[src/rtl/alarm_irq_pkg.sv]
`timescale 1ns/100ps
package alarm_irq_pkg;
  // event bit positions
  localparam int unsigned EVT_ARRIVE = 0;
  localparam int unsigned EVT_LEAVE  = 1;
  localparam int unsigned NUM_EVT    = 2;

  // register byte offsets
  localparam logic [4:0] OFS_ALM_LO = 5'h00;
  localparam logic [4:0] OFS_ALM_HI = 5'h04;
  localparam logic [4:0] OFS_RAW    = 5'h08;
  localparam logic [4:0] OFS_STS    = 5'h0C;
  localparam logic [4:0] OFS_EN_SET = 5'h10;
  localparam logic [4:0] OFS_EN_CLR = 5'h14;
  localparam logic [4:0] OFS_SYNC   = 5'h18;

  localparam int unsigned RELOAD_BIT = 31;

  // pending field bit positions
  localparam int unsigned PEND_CFG = 0;
  localparam int unsigned PEND_STS = 1;
  localparam int unsigned PEND_W   = 2;
endpackage

[src/rtl/alarm_bus_regs.sv]
`timescale 1ns/100ps
module alarm_bus_regs
  import alarm_irq_pkg::*;
#(
  parameter int unsigned ADDR_W = 5,
  parameter int unsigned DATA_W = 32,
  parameter int unsigned CNT_W  = 48,
  parameter int unsigned EVT_N  = 2
) (
  input  logic                clk,
  input  logic                rst,
  input  logic                wr_en,
  input  logic                rd_en,
  input  logic [ADDR_W-1:0]   addr,
  input  logic [DATA_W-1:0]   wdata,
  input  logic                slow_tick,
  input  logic [EVT_N-1:0]    mirror_raw,
  output logic [CNT_W-1:0]    alarm_b,
  output logic [EVT_N-1:0]    en_b,
  output logic [EVT_N-1:0]    clr_acc,
  output logic                reload_req,
  output logic [PEND_W-1:0]   pend,
  output logic [DATA_W-1:0]   rdata,
  output logic                rvalid
);
  localparam int unsigned HI_W = CNT_W - DATA_W;

  logic hit_lo, hit_hi, hit_sts, hit_set, hit_clr, hit_sync;
  logic [EVT_N-1:0] set_mask, clr_mask, sts_mask;
  logic reload_wr, cfg_wr, sts_wr;
  logic [DATA_W-1:0] rd_mux;

  always_comb begin
    hit_lo   = wr_en && (addr == ADDR_W'(OFS_ALM_LO));
    hit_hi   = wr_en && (addr == ADDR_W'(OFS_ALM_HI));
    hit_sts  = wr_en && (addr == ADDR_W'(OFS_STS));
    hit_set  = wr_en && (addr == ADDR_W'(OFS_EN_SET));
    hit_clr  = wr_en && (addr == ADDR_W'(OFS_EN_CLR));
    hit_sync = wr_en && (addr == ADDR_W'(OFS_SYNC));
    set_mask = hit_set ? wdata[EVT_N-1:0] : '0;
    clr_mask = hit_clr ? wdata[EVT_N-1:0] : '0;
    sts_mask = hit_sts ? wdata[EVT_N-1:0] : '0;
    reload_wr = hit_sync && wdata[RELOAD_BIT];
    cfg_wr    = hit_lo || hit_hi || hit_set || hit_clr;
    sts_wr    = hit_sts || reload_wr;
  end

  always_comb begin
    rd_mux = '0;
    case (addr)
      ADDR_W'(OFS_ALM_LO): rd_mux = alarm_b[DATA_W-1:0];
      ADDR_W'(OFS_ALM_HI): rd_mux = DATA_W'(alarm_b[CNT_W-1:DATA_W]);
      ADDR_W'(OFS_RAW):    rd_mux = DATA_W'(mirror_raw);
      ADDR_W'(OFS_STS):    rd_mux = DATA_W'(mirror_raw & en_b);
      ADDR_W'(OFS_EN_SET): rd_mux = DATA_W'(en_b);
      ADDR_W'(OFS_EN_CLR): rd_mux = DATA_W'(en_b);
      ADDR_W'(OFS_SYNC):   rd_mux = DATA_W'(pend);
      default:             rd_mux = '0;
    endcase
  end

  always_ff @(posedge clk) begin
    if (rst) begin
      alarm_b    <= '1;
      en_b       <= '0;
      clr_acc    <= '0;
      reload_req <= 1'b0;
      pend       <= '0;
      rdata      <= '0;
      rvalid     <= 1'b0;
    end else begin
      if (hit_lo) alarm_b[DATA_W-1:0] <= wdata;
      if (hit_hi) alarm_b[CNT_W-1:DATA_W] <= wdata[HI_W-1:0];
      en_b       <= (en_b | set_mask) & ~clr_mask;
      // a tick consumes the staged values seen before this edge
      clr_acc    <= (slow_tick ? '0 : clr_acc) | sts_mask;
      reload_req <= (slow_tick ? 1'b0 : reload_req) | reload_wr;
      pend[PEND_CFG] <= cfg_wr || (pend[PEND_CFG] && !slow_tick);
      pend[PEND_STS] <= sts_wr || (pend[PEND_STS] && !slow_tick);
      rvalid <= rd_en;
      if (rd_en) rdata <= rd_mux;
    end
  end
endmodule

[src/rtl/alarm_slow_core.sv]
`timescale 1ns/100ps
module alarm_slow_core
  import alarm_irq_pkg::*;
#(
  parameter int unsigned CNT_W = 48,
  parameter int unsigned EVT_N = 2
) (
  input  logic              clk,
  input  logic              rst,
  input  logic              slow_tick,
  input  logic [CNT_W-1:0]  count,
  input  logic [CNT_W-1:0]  alarm_b,
  input  logic [EVT_N-1:0]  en_b,
  input  logic [EVT_N-1:0]  clr_acc,
  input  logic              reload_req,
  output logic [EVT_N-1:0]  raw_s,
  output logic [EVT_N-1:0]  en_s,
  output logic [EVT_N-1:0]  mirror
);
  logic [CNT_W-1:0] alarm_s;
  logic             match_q;
  logic             match_now;
  logic [EVT_N-1:0] ev;
  logic [EVT_N-1:0] raw_nxt;

  assign match_now = (count == alarm_s);

  // even-indexed bits fire on arrival at the alarm, odd ones on departure
  for (genvar g = 0; g < EVT_N; g++) begin : g_evt
    if ((g % 2) == EVT_ARRIVE) begin : g_arr
      assign ev[g] = match_now && !match_q;
    end else begin : g_lv
      assign ev[g] = !match_now && match_q;
    end
    // a fresh event outranks a clear applied at the same tick
    assign raw_nxt[g] = (raw_s[g] && !clr_acc[g]) || ev[g];
  end

  always_ff @(posedge clk) begin
    if (rst) begin
      alarm_s <= '1;
      en_s    <= '0;
      match_q <= 1'b0;
      raw_s   <= '0;
      mirror  <= '0;
    end else if (slow_tick) begin
      alarm_s <= alarm_b;
      en_s    <= en_b;
      match_q <= match_now;
      raw_s   <= raw_nxt;
      mirror  <= reload_req ? raw_nxt : (mirror | ev);
    end
  end
endmodule

[src/rtl/alarm_irq_out.sv]
`timescale 1ns/100ps
module alarm_irq_out #(
  parameter int unsigned EVT_N = 2
) (
  input  logic             clk,
  input  logic             rst,
  input  logic [EVT_N-1:0] raw_s,
  input  logic [EVT_N-1:0] en_s,
  output logic             irq
);
  always_ff @(posedge clk) begin
    if (rst) irq <= 1'b0;
    else     irq <= |(raw_s & en_s);
  end
endmodule

[src/rtl/alarm_cmp_irq_ctrl.sv]
`timescale 1ns/100ps
module alarm_cmp_irq_ctrl
  import alarm_irq_pkg::*;
#(
  parameter int unsigned ADDR_W = 5,
  parameter int unsigned DATA_W = 32,
  parameter int unsigned CNT_W  = 48
) (
  input  logic              clk,
  input  logic              rst,
  input  logic              slow_tick,
  input  logic [CNT_W-1:0]  count,
  input  logic              wr_en,
  input  logic              rd_en,
  input  logic [ADDR_W-1:0] addr,
  input  logic [DATA_W-1:0] wdata,
  output logic [DATA_W-1:0] rdata,
  output logic              rvalid,
  output logic              irq
);
  localparam int unsigned EVT_N = NUM_EVT;

  logic [CNT_W-1:0]  alarm_b;
  logic [EVT_N-1:0]  en_b, clr_acc, raw_s, en_s, mirror;
  logic              reload_req;
  logic [PEND_W-1:0] pend;

  alarm_bus_regs #(
    .ADDR_W(ADDR_W), .DATA_W(DATA_W), .CNT_W(CNT_W), .EVT_N(EVT_N)
  ) u_bus (
    .clk(clk), .rst(rst), .wr_en(wr_en), .rd_en(rd_en), .addr(addr),
    .wdata(wdata), .slow_tick(slow_tick), .mirror_raw(mirror),
    .alarm_b(alarm_b), .en_b(en_b), .clr_acc(clr_acc),
    .reload_req(reload_req), .pend(pend), .rdata(rdata), .rvalid(rvalid)
  );

  alarm_slow_core #(
    .CNT_W(CNT_W), .EVT_N(EVT_N)
  ) u_slow (
    .clk(clk), .rst(rst), .slow_tick(slow_tick), .count(count),
    .alarm_b(alarm_b), .en_b(en_b), .clr_acc(clr_acc),
    .reload_req(reload_req), .raw_s(raw_s), .en_s(en_s), .mirror(mirror)
  );

  alarm_irq_out #(
    .EVT_N(EVT_N)
  ) u_irq (
    .clk(clk), .rst(rst), .raw_s(raw_s), .en_s(en_s), .irq(irq)
  );
endmodule

[config.mk]
export PLATFORM = sky130hd
export DESIGN_NAME = alarm_cmp_irq_ctrl
export DESIGN_NICKNAME = d
export VERILOG_FILES = /design/src/rtl/alarm_irq_pkg.sv /design/src/rtl/alarm_bus_regs.sv /design/src/rtl/alarm_slow_core.sv /design/src/rtl/alarm_irq_out.sv /design/src/rtl/alarm_cmp_irq_ctrl.sv
export SDC_FILE = /design/constraint.sdc
export NUM_CORES = 1
export LEC_CHECK = 0
export CAP_MARGIN = 20
export CORE_MARGIN = 5
export CORE_UTILIZATION = 43
export DETAILED_ROUTE_END_ITERATION = 7
export GPL_TIMING_DRIVEN = 0
export PLACE_DENSITY = 0.69
export SKIP_LAST_GASP = 1
export SYNTH_ARGS = -nofsm -noshare
export SYNTH_HDL_FRONTEND = slang
export SYNTH_SLANG_ARGS = --single-unit
[constraint.sdc]
create_clock -name clk -period 1.9 [get_ports clk]
set_input_delay 0.38 -clock clk [delete_from_list [all_inputs] [get_ports clk]]
set_output_delay 0.38 -clock clk [all_outputs]
set_load 0.05 [all_outputs]
==> results of run 1 <==
## cells in the mapped netlist
library cell	number	area [um2]
o22ai_1	1	6.26
a311oi_2	1	15.0
a311oi_1	2	17.5
a31o_2	2	17.5
inv_2	1	3.75
and2_1	3	18.8
o221a_2	1	11.3
and3_1	3	18.8
a21boi_0	1	7.51
buf_2	14	70.1
nor3b_2	1	12.5
nor3b_1	1	7.51
clkbuf_1	23	86.3
nor3_1	1	5.00
a222oi_1	14	140
and3b_1	1	8.76
a31oi_1	2	12.5
inv_1	5	18.8
and2b_1	1	7.51
nand3_1	50	250
a21oi_1	9	45.0
nor2_1	38	143
mux2_2	1	11.3
nor4_2	3	37.5
o21a_1	2	15.0
buf_4	2	15.0
nand2_1	156	586
xnor2_1	48	420
nor4b_4	1	23.8
a22oi_1	19	143
nor2b_1	6	37.5
nand4_1	15	93.8
o21ai_0	6	30.0
mux2i_1	50	500
nand2b_1	2	12.5
buf_1	1	3.75
o221ai_1	1	8.76
dfxtp_1	144	2880
## registers in the layout, summed over array words and instances, names as in the netlist
register,flops
u_slow.mirror,2
u_bus.reload_req,1
u_bus.en_b,2
u_irq.irq,1
u_bus.pend,2
u_slow.alarm_s,48
u_slow.raw_s,2
u_slow.match_q,1
u_slow.en_s,2
u_bus.rdata,32
u_bus.clr_acc,2
u_bus.alarm_b,48
u_bus.rvalid,1
## worst min-delay path: cells and delay by family
family	cells	cell delay [ps]
and+or+nand+nor	1	130
AOI/OAI and AO/OA	1	70
buffers and inverters	1	170
## per-layer routing
layer,GRT usage (%),up-vias,share of wire [%]
li1,-,2449,-
met1,28.8,2439,43
met2,34.9,226,47
met3,6.27,33,7.2
met4,8.74,0,2.5
met5,0,-,0
## how the worst min path moves through the flow
stage	to	slack, ps
final	u_bus.reload_req	380
after global routing	u_bus.reload_req	390
after CTS	u_bus.reload_req	360
after detailed placement	u_bus.rdata[0]	450
after global placement	u_bus.rdata[0]	450
after floorplan	u_slow.match_q	460
## power breakdown
| group | leakage (nW) | switching, mW | internal [mW] |
|---|---|---|---|
| Clock | 0.325 | 1.26 | 2.46 |
| Combinational | 1.89 | 0.289 | 0.282 |
| Sequential | 1.17 | 0.0258 | 3.05 |
| Total | 3.38 | 1.58 | 5.79 |
## cell type report
cell class | instances | area (um2)
buffer | 40 | 188
clock buffer | 21 | 480
clock inverter | 10 | 181
fill | 1115 | 5350
inverter | 6 | 22.5
multi-input combinational | 442 | 2700
sequential | 144 | 2880
tap | 176 | 220
timing repair buffer | 121 | 1170
## cell families after synthesis
kind of cell,Yosys count
and+or+nand+nor,282
DFF,144
AOI/OAI and AO/OA,61
muxes,51
xor gates and xnor gates,48
buffers and inverters,46
## placed cells by master (no fill, tap or decap), drive strengths merged, types with 3 or more instances in the layout
cell type,instances
a222oi,14
a311oi,3
a21oi,9
mux2i,50
inv,6
clkbuf,46
nand3,50
nor4,3
o21ai,6
nor2,38
buf,16
clkinv,4
bufinv,5
dfxtp,144
nand4,15
nor2b,6
and2,3
dlygate4sd2,34
nand2,156
xnor2,48
a22oi,19
and3,3
clkdlybuf4s50,84
## repair_timing
action | in CTS | in global routing
endpoints found under the setup margin | 49 | 73
resized for setup | 38 | 12
pin swaps | 2 | 2
buffers inserted | 0 | 1
==> metrics.md, run 1 <==
| Metric | Value |
|---|---|
| Status | `finished clean` |
| Synth cell types | `38` |
| Slowest cell on crit path | `clkdlybuf4s50_1` |
| Row count | `42` |
| Synthesized Nets | `722` |
| Dpl cells | `928` |
| Root buf cell | `clkbuf_16` |
| Mapped Cells | `roughly 630` |
| Total number of yosys warnings | `0` |
| PortBufs | `120` |
| Via density | `5.36` |
| R2R Setup Slk | `about 120 ps` |
| Flops & latches, synth | `between 100 and 150` |
| GRT overflow | `0` |
| Pwr/cell area | `939 nW/um2` |
| Worst Tran Pin Value | `697 ps` |
| Clock Path Buffers | `2` |
| Finished Cell Area | `7840 um2` |
| First-pass GRT wire length | `27.3 mm` |
| Register area share after synthesis | `50.2%` |
| Post-Route WL | `17.7 mm` |
| Mux share of post-synthesis cell area | `just under 9%` |
| Hold buffer count at cts | `0` |
| Pwr Total | `roughly 7.4 mW` |
| Final net count | `862` |
| R2R depth | `5` |
| Non-Filler Instances | `960` |
| RR Endpoint | `u_slow.mirror[0]` |
| # IOs | `124` |
| Worst path depth | `6` |
| TritonCTS buffer count | `17` |
| Initial antenna violation count | `0` |
| Worst-path clk slew | `60 ps` |
| Peak Freq | `540 MHz` |
| Crit-path leading delay family | `simple AND/OR/NAND/NOR gates` |
| Slew Limit Fails | `0` |
| Setup Viol. Count Final | `0` |
| Gpl congestion | `0.847` |
| Nature of the critical path endpoint | `flop` |
| Final core occ | `59.5%` |
| Drt initial violations | `569` |
| Mapped Area | `5740 um2` |
| Setup crit end | `u_slow.mirror[0]` |
| Setup CP Type | `in -> reg` |
| Vert. Die Dim | `126 um` |
| Placed Area | `7170 um2` |
| GRT Total Usage | `22.2%` |
| Average size of a mapped cell | `9.09 um2` |
| Fin Hold WS | `378 ps` |
| Fin crit period | `1850 ps` |
| CP required | `between 2000 and 2500 ps` |
| Post-route DRC | `0` |
| Hold_sp | `addr[4]` |
| Worst Path Buf+Inv | `1` |
| TritonCTS Sinks | `144` |
| CP max stage delay | `450 ps` |
| Final Hold Fails | `0` |
| Worst Hold Class | `in -> reg` |
| Layout Area Growth over Synthesis | `36.5%` |
| Worst skew pair latency | `~430 ps` |
| Starting Density | `43.5%` |
| Synth Area in Simple Gates | `22.0%` |
| Router iterations before antenna repair | `5` |
| Layout cell share with drive strength beyond 1 | `8.16%` |
| Die area | `15,800 um2` |
| Most common cell on crit path | `nand4_1` |
| Maximum number of pins on one net before global-route repair | `17` |
| Max Cap Viol | `0` |
| Wire per inst | `18.4 um` |
| Slew HR | `53.6%` |
| Vias in the first global route | `5,104` |
| Cell Chain, Critical Path | `clkdlybuf4s50_1, xnor2_1, nand4_1, nor4_4, nand4_1, a311oi_2` |
| Maximum fanout along the worst path | `4` |
| Critical path arrival | `approximately 2200 ps` |
| Tcrit/Tclk final | `97.5%` |
| Max IR drop VDD | `555 uV` |
| Largest family of logic cells by synthesized area | `simple AND/OR/NAND/NOR gates` |
| Final setup margin | `47.5 ps` |
| N_diodes | `0` |
| DIE WIDTH | `126 um` |
| Core area | `13,200 um2` |
| Setup TNS | `0 ps` |
| Setup WS pre-CTS | `-510 ps` |
| Critical path origin | `count[9]` |
| Hold depth | `3` |
| Critical Path Start Type | `input pin` |
| Vias | `~5k` |
| H-tree depth | `4` |
| Clock Skew | `5.89 ps` |
| Leak | `3.38 nW` |
| CTS tree | `built` |
| DRT antenna net count | `0` |
| Hpwl dp | `13.0 mm` |
| Synth Area in XOR/XNOR | `7.32%` |
| Worst r2r src | `u_slow.alarm_s[21]` |
| Post-Synth Adder-Cell Area | `0%` |
| Compound-Gate Fraction of Synth Area | `8.17%` |
No activity file was read; power rests on OpenSTA's default activity.
==> run 2, diff against run 1 <==
--- a/config.mk
+++ b/config.mk
@@ -6,11 +6,11 @@
 export NUM_CORES = 1
 export LEC_CHECK = 0
 export CAP_MARGIN = 20
-export CORE_MARGIN = 5
+export CORE_MARGIN = 2
 export CORE_UTILIZATION = 43
 export DETAILED_ROUTE_END_ITERATION = 7
 export GPL_TIMING_DRIVEN = 0
-export PLACE_DENSITY = 0.69
+export PLACE_DENSITY = 0.72
 export SKIP_LAST_GASP = 1
 export SYNTH_ARGS = -nofsm -noshare
 export SYNTH_HDL_FRONTEND = slang
==> constraint.sdc (replaced) <==
create_clock -name clk -period 1.5 [get_ports clk]
set_input_delay 0.3 -clock clk [delete_from_list [all_inputs] [get_ports clk]]
set_output_delay 0.3 -clock clk [all_outputs]
set_load 0.05 [all_outputs]
==> run 2 against run 1 <==
The flow now finishes with violations (setup timing). Total power grew 22%. Flip-flop and latch count unchanged. Count of clock-buffer cells in the layout up 3. Final area rose by 3.1%.
==> metrics.md, run 2 (same netlist as run 1, synthesis figures left out) <==
| Metric | Value |
|---|---|
| Maximum number of pins on one net before global-route repair | `17 (unchanged)` |
| Drt initial violations | `482 (-15%)` |
| DIE WIDTH | `120 um (-4.8%)` |
| Layout Area Growth over Synthesis | `40.8%` |
| Max IR drop VDD | `822 uV (+48%)` |
| Status | `finished, violations left` |
| GRT Total Usage | `26.0% (+3.9 points)` |
| Setup CP Type | `in -> reg` |
| Worst Tran Pin Value | `706 ps (+8.95 ps)` |
| Final setup margin | `-218 ps (-265 ps)` |
| TritonCTS buffer count | `17 (unchanged)` |
| Critical path origin | `count[30]` |
| Most frequent cells in the layout | `nand2_1, dfxtp_1, clkdlybuf4s50_1, mux2i_1, nand3_1` |
| TritonCTS Sinks | `144 (unchanged)` |
| Clock Skew | `5.33 ps (-0.561 ps)` |
| Placed Area | `7170 um2 (unchanged)` |
| Worst Path Buf+Inv | `2 (+1)` |
| Maximum fanout along the worst path | `4 (unchanged)` |
| Final net count | `869 (+0.81%)` |
| Cell Chain, Critical Path | `clkdlybuf4s50_1, xnor2_1, nand4_1, nor4_4, buf_4, a31oi_1, o21a_1` |
| Critical Path Start Type | `input pin` |
| Fin crit period | `around 1700 ps` |
| CTS tree | `built` |
| Gpl congestion | `0.878 (+3.6%)` |
| Die area | `14,300 um2 (-9.3%)` |
| Final core occ | `61.5% (+2.1 points)` |
| Layout cell share with drive strength beyond 1 | `17.1% (+8.9 points)` |
| Commonest non-fill, non-tap cell in the layout | `nand2_1` |
| Tcrit/Tclk final | `115%` |
| N_diodes | `0 (unchanged)` |
| Router iterations before antenna repair | `7 (+2)` |
| Nature of the critical path endpoint | `flop` |
| CP required | `1820 ps (-410 ps)` |
| Slowest cell on crit path | `clkdlybuf4s50_1` |
| Leak | `3.39 nW (+0.41%)` |
| Unrepaired setup endpoints after global routing | `yes` |
| Failing checks | `setup timing` |
| Setup TNS | `-985 ps (-985 ps)` |
| Starting Density | `43.7% (+0.17 points)` |
| Largest registers | `u_bus.alarm_b x48, u_slow.alarm_s x48, u_bus.rdata x32` |
| Worst r2r src | `u_slow.alarm_s[46]` |
| Slew Limit Fails | `0 (unchanged)` |
| Pwr/cell area | `1110 nW/um2 (+18%)` |
| Core area | `13,100 um2 (-0.40%)` |
| Finished Cell Area | `8090 um2 (+3.1%)` |
| Row count | `42 (unchanged)` |
| H-tree depth | `4 (unchanged)` |
| Worst skew pair latency | `420 ps (about the same)` |
| Critical path arrival | `2030 ps (-160 ps)` |
| Slew HR | `53.0% (-0.60 points)` |
| GRT overflow | `0 (unchanged)` |
| Pwr Total | `8.98 mW (+22%)` |
| Hpwl dp | `12.8 mm (-1.3%)` |
| Max Cap Viol | `0 (unchanged)` |
| Initial antenna violation count | `0 (unchanged)` |
| Worst-path clk slew | `60 ps (about the same)` |
| Wire per inst | `18.7 um (+1.5%)` |
| Clock Path Buffers | `2 (unchanged)` |
| CP max stage delay | `510 ps (+60 ps)` |
| Worst Hold Class | `in -> reg` |
| Vias in the first global route | `5,277 (+3.4%)` |
| Hold_sp | `addr[2]` |
| Vert. Die Dim | `120 um (-4.8%)` |
| PortBufs | `120 (unchanged)` |
| Root buf cell | `clkbuf_16` |
| First-pass GRT wire length | `28.1 mm (+2.8%)` |
| Crit-path leading delay family | `buffers and inverters` |
| DRT antenna net count | `0 (unchanged)` |
| # IOs | `124 (unchanged)` |
| Peak Freq | `582 MHz` |
| Setup Viol. Count Final | `5 (+5)` |
| Post-route DRC | `0 (unchanged)` |
| Via density | `5.48 (+2.2%)` |
| Vias | `5,294 (+2.9%)` |
| Final Hold Fails | `0 (unchanged)` |
| Post-Route WL | `18.1 mm (+2.1%)` |
==> run 2: cell types whose count changed in the layout (fill, tap and decap cells not counted), sizes merged, moves of 3 or more <==
cell and delta:
clkdlybuf4s15 +25, dlygate4sd2 -26, clkdlybuf4s18 +3, dlymetal6s2s +3
clkbuf +5, clkdlybuf4s50 -13, clkinv -3, buf +13
==> run 2: power by group <==
part / internal (mW) / total [mW] / leakage, nW / switching [mW]
sequential: 3.87 / 3.90 / 1.16 / 0.0349
clock: 2.80 / 4.32 / 0.284 / 1.52
combinational: 0.370 / 0.750 / 1.95 / 0.381
total: 7.04 / 8.98 / 3.39 / 1.94
==> run 2: final cells by class <==
cell class | count | area [um2]
fillers | 1094 | 5050
flip-flops and latches | 144 | 2910
multi-input cells | 442 | 2820
repair buffers | 129 | 1280
clock buffers | 24 | 462
plain buffers | 39 | 240
well taps | 176 | 220
clock inverters | 6 | 133
inverters | 6 | 22.5
==> run 2: worst paths after layout <==
path | slack, ps | cells past startpoint | end
setup / recovery | -220 | 7 | u_slow.raw_s[1]
hold / removal | 220 | 2 | u_bus.en_b[0]
setup reg to reg | -210 | 6 | u_slow.raw_s[1]
hold reg to reg | 460 | 2 | u_bus.rdata[0]
==> run 2: worst reg2reg max path: stages, from the launching register on <==
cell and delay, ps:
dfxtp_2 330, xnor2_2 170, nand4_1 240, nor4_4 410, buf_4 170, a31oi_1 90
o21a_1 190
==> run 2: what timing repair did <==
item | in CTS | in global routing
setup endpoints to repair | 112 | 86
pin swaps | 28 | 16
resized for setup | 164 | 41
hold endpoints to repair | 0 | 0
hold buffers | 0 | 0
setup buffers | 7 | 1
cloned | 0 | 1
==> run 2: layer usage <==
metal | GRT usage, % | share of wire (%) | up-vias
li1 | - | - | 2469
met1 | 33.0 | 41 | 2494
met2 | 41.9 | 48 | 277
met3 | 6.65 | 8.3 | 54
met4 | 11.6 | 3.4 | 0
met5 | 0 | 0 | -
==> run 2: per-stage QoR <==
stage | hold WS (ps) | instances | setup WS, ps
after detailed placement | 455 | 928 | -788
after global routing | 233 | 966 | -260
after CTS | 289 | 964 | -160
after floorplan | 410 | 632 | 71.5
after global placement | 453 | 928 | -746
final | 224 | 966 | -218
==> run 3, diff against run 2 <==
--- a/config.mk
+++ b/config.mk
@@ -8,9 +8,11 @@
 export CAP_MARGIN = 20
 export CORE_MARGIN = 2
 export CORE_UTILIZATION = 43
+export CTS_BUF_LIST = sky130_fd_sc_hd__clkbuf_4
 export DETAILED_ROUTE_END_ITERATION = 7
 export GPL_TIMING_DRIVEN = 0
 export PLACE_DENSITY = 0.72
+export REMOVE_ABC_BUFFERS = 1
 export SKIP_LAST_GASP = 1
 export SYNTH_ARGS = -nofsm -noshare
 export SYNTH_HDL_FRONTEND = slang
==> run 3 against run 2 <==
The run still ends with setup timing left. Clock power is 51% lower. Routed wire length fell by 5.5%. Via count decreased by 4.5%. Fmax about the same. Sequential share of layout area up 2.0 points. Core utilization decreased by 3.1 points. Flip-flop and latch count unchanged. Setup slack barely moved. Final area is 5.0% lower. Critical path depth is 2 lower. Clock skew up 8.3 ps. Global-route usage fell by 2.3 points. Critical path type is now reg -> reg. Highest routed layer unchanged.
==> metrics.md, run 3 (same netlist as run 1, synthesis figures left out) <==
| Metric | Value |
|---|---|
| Fin crit period | `1720 ps (+0.0350 ps)` |
| Final net count | `849 (-2.3%)` |
| First-pass GRT wire length | `26.0 mm (-7.5%)` |
| Seq pwr share | `57.4% (+14 points)` |
| GRT overflow | `0 (unchanged)` |
| Slew HR | `65.7% (+13 points)` |
| Hold path endpoint | `u_bus.rdata[18]` |
| CP required | `1960 ps (+140 ps)` |
| TritonCTS Sinks | `144 (unchanged)` |
| Hpwl dp | `10.0 mm (-21%)` |
| Post-Route WL | `17.1 mm (-5.5%)` |
| Pint | `5.06 mW (-28%)` |
| Non-Filler Instances | `945 (-2.2%)` |
| Psw | `1.73 mW (-11%)` |
| TritonCTS buffer count | `17 (unchanged)` |
| # IOs | `124 (unchanged)` |
| Max Cap Viol | `0 (unchanged)` |
| Pwr/cell area | `883 nW/um2 (-20%)` |
| Maximum fanout along the worst path | `4 (unchanged)` |
| Combinational fraction of design power | `11.2% (+2.8 points)` |
| Slew Limit Fails | `0 (unchanged)` |
| CTS tree | `built` |
| Largest registers | `u_bus.alarm_b x48, u_slow.alarm_s x48, u_bus.rdata x32` |
| Unrepaired setup endpoints after global routing | `yes` |
| Via density | `5.35 (-2.3%)` |
| Hold_sp | `rst` |
| Core area | `13,100 um2 (unchanged)` |
| Tcrit/Tclk final | `115% (about the same)` |
| Router iterations before antenna repair | `6 (-1)` |
| Die area | `14,300 um2 (unchanged)` |
| Peak Freq | `582 MHz (about the same)` |
| Gpl congestion | `0.889 (+1.2%)` |
| Final setup margin | `-218 ps (-0.0350 ps)` |
| Failing checks | `setup timing` |
| Final Hold Fails | `0 (unchanged)` |
| Vert. Die Dim | `120 um (unchanged)` |
| Dpl cells | `896 (-3.4%)` |
| Setup CP Type | `reg -> reg` |
| Drt initial violations | `411 (-15%)` |
| Worst-path clk slew | `120 ps (+60 ps)` |
| Critical path arrival | `2180 ps (+150 ps)` |
| Worst Tran Pin Value | `513 ps (-193 ps)` |
| Initial antenna violation count | `0 (unchanged)` |
| Root buf cell | `clkbuf_4` |
| N_diodes | `0 (unchanged)` |
| Hold depth | `2 (unchanged)` |
| DRT antenna net count | `0 (unchanged)` |
| DIE WIDTH | `120 um (unchanged)` |
| Final core occ | `58.5% (-3.1 points)` |
| Vias in the first global route | `4,965 (-5.9%)` |
| Hold buffer count at cts | `0 (unchanged)` |
| Commonest non-fill, non-tap cell in the layout | `nand2_1` |
| Layout Area Growth over Synthesis | `33.7%` |
| Max IR drop VDD | `743 uV (-9.6%)` |
| Critical Path Start Type | `flop` |
| Maximum number of pins on one net before global-route repair | `60 (+43)` |
| Worst skew pair latency | `550 ps (+130 ps)` |
| Worst Hold Class | `in -> reg` |
| Post-route DRC | `0 (unchanged)` |
| R2R depth | `5 (-1)` |
| Vias | `5,058 (-4.5%)` |
| Most frequent cells in the layout | `nand2_1, dfxtp_1, clkdlybuf4s50_1, mux2i_1, nand3_1` |
| RR Endpoint | `u_slow.mirror[0]` |
| PortBufs | `123 (+2.5%)` |
| Setup Viol. Count Final | `5 (unchanged)` |
| Leak | `3.21 nW (-5.2%)` |
| H-tree depth | `4 (unchanged)` |
| Clock Path Buffers | `2 (unchanged)` |
| Worst r2r src | `u_slow.alarm_s[1]` |
| Starting Density | `43.7% (unchanged)` |
| Layout cell share with drive strength beyond 1 | `18.6% (+1.5 points)` |
| R2R Setup Slk | `-220 ps (about the same)` |
| Row count | `42 (unchanged)` |
| Switching power share of the total | `25.4% (+3.9 points)` |
| Status | `finished, violations left` |
| Clock Skew | `13.6 ps (+8.25 ps)` |
| Fillers | `1,163 (+6.3%)` |
| GRT Total Usage | `23.8% (-2.3 points)` |
| Clk network pwr share | `31.4% (-17 points)` |
| Nature of the critical path endpoint | `flop` |
| Wire per inst | `18.1 um (-3.4%)` |
run 3: cell count changes in the layout (fill, tap and decap cells not counted), sizes merged, moves of 3 or more:
cell / before / now
clkinv: 1 / 8
clkdlybuf4s15: 25 / 1
clkdlybuf4s18: 3 / 0
bufinv: 4 / 1
clkbuf: 51 / 31
dlygate4sd2: 8 / 1
buf: 29 / 48
clkdlybuf4s50: 71 / 83
dlymetal6s2s: 5 / 1
run 3: layout make-up:
cell class	count	area, um2	area share (%)
Sequential cell	144	2910	37.9
Timing Repair Buffer	146	1450	18.9
Tap cell	176	220	2.87
Multi-Input combinational cell	444	2850	37.2
Clock inverter	10	73.8	0.961
Inverter	6	28.8	0.375
Clock buffer	19	143	1.86
run 3: worst max path at each step:
| stage | to | slack (ps) | startpoint | cells past startpoint |
|---|---|---|---|---|
| detailed placement | u_bus.rdata[10] | -1120 | addr[4] | 7 |
| CTS | u_slow.mirror[0] | -200 | u_slow.alarm_s[33] | 5 |
| global placement | u_slow.mirror[1] | -2970 | slow_tick | 3 |
| global route | u_slow.mirror[1] | -290 | u_slow.alarm_s[12] | 6 |
| finish | u_slow.mirror[0] | -220 | u_slow.alarm_s[1] | 5 |
| floorplan | u_bus.rdata[10] | -250 | addr[1] | 5 |
run 3: power by group through the flow:
| stage | Clock, mW | Combinational (mW) | Sequential [mW] |
|---|---|---|---|
| CTS | 2.17 | 0.736 | 3.89 |
| global placement | 0 | 0.699 | 3.98 |
| floorplan | 0 | 0.224 | 4.01 |
| global route | 2.35 | 0.807 | 3.90 |
| detailed placement | 0 | 0.711 | 3.98 |
| finish | 2.13 | 0.761 | 3.89 |
run 3: critical path: stages (launching register included):
cell      delay, ps
dfxtp_2         360
xnor2_2         200
nand4_1         190
nor4_4          420
nand4_1         200
a311oi_2        260
run 3: repair_timing:
action	in CTS	in global routing
pin swaps	29	22
gates cloned	2	1
buffers inserted	12	5
resized for setup	224	44
setup endpoints to repair	118	84
run 3: layer usage:
| layer | track usage, % | part of all wire (%) | routed length, um | vias to the layer above |
|---|---|---|---|---|
| li1 | - | - | - | 2427 |
| met1 | 30.2 | 43 | 7390 | 2410 |
| met2 | 38.0 | 47 | 7990 | 192 |
| met3 | 7.41 | 8.0 | 1360 | 29 |
| met4 | 8.75 | 1.9 | 331 | 0 |
| met5 | 0 | 0 | 0 | - |
run 3: through the flow:
step	hold slack [ps]	total power [mW]	setup slack (ps)	TNS, ps	area [um2]
detailed placement	462	4.69	-1120	-82260	7130
global route	51.0	7.06	-294	-1290	7680
CTS	54.3	6.80	-197	-729	7510
global placement	450	4.68	-2970	-328890	7020
finish	87.8	6.78	-218	-890	7680
floorplan	367	4.23	-253	-11800	5570
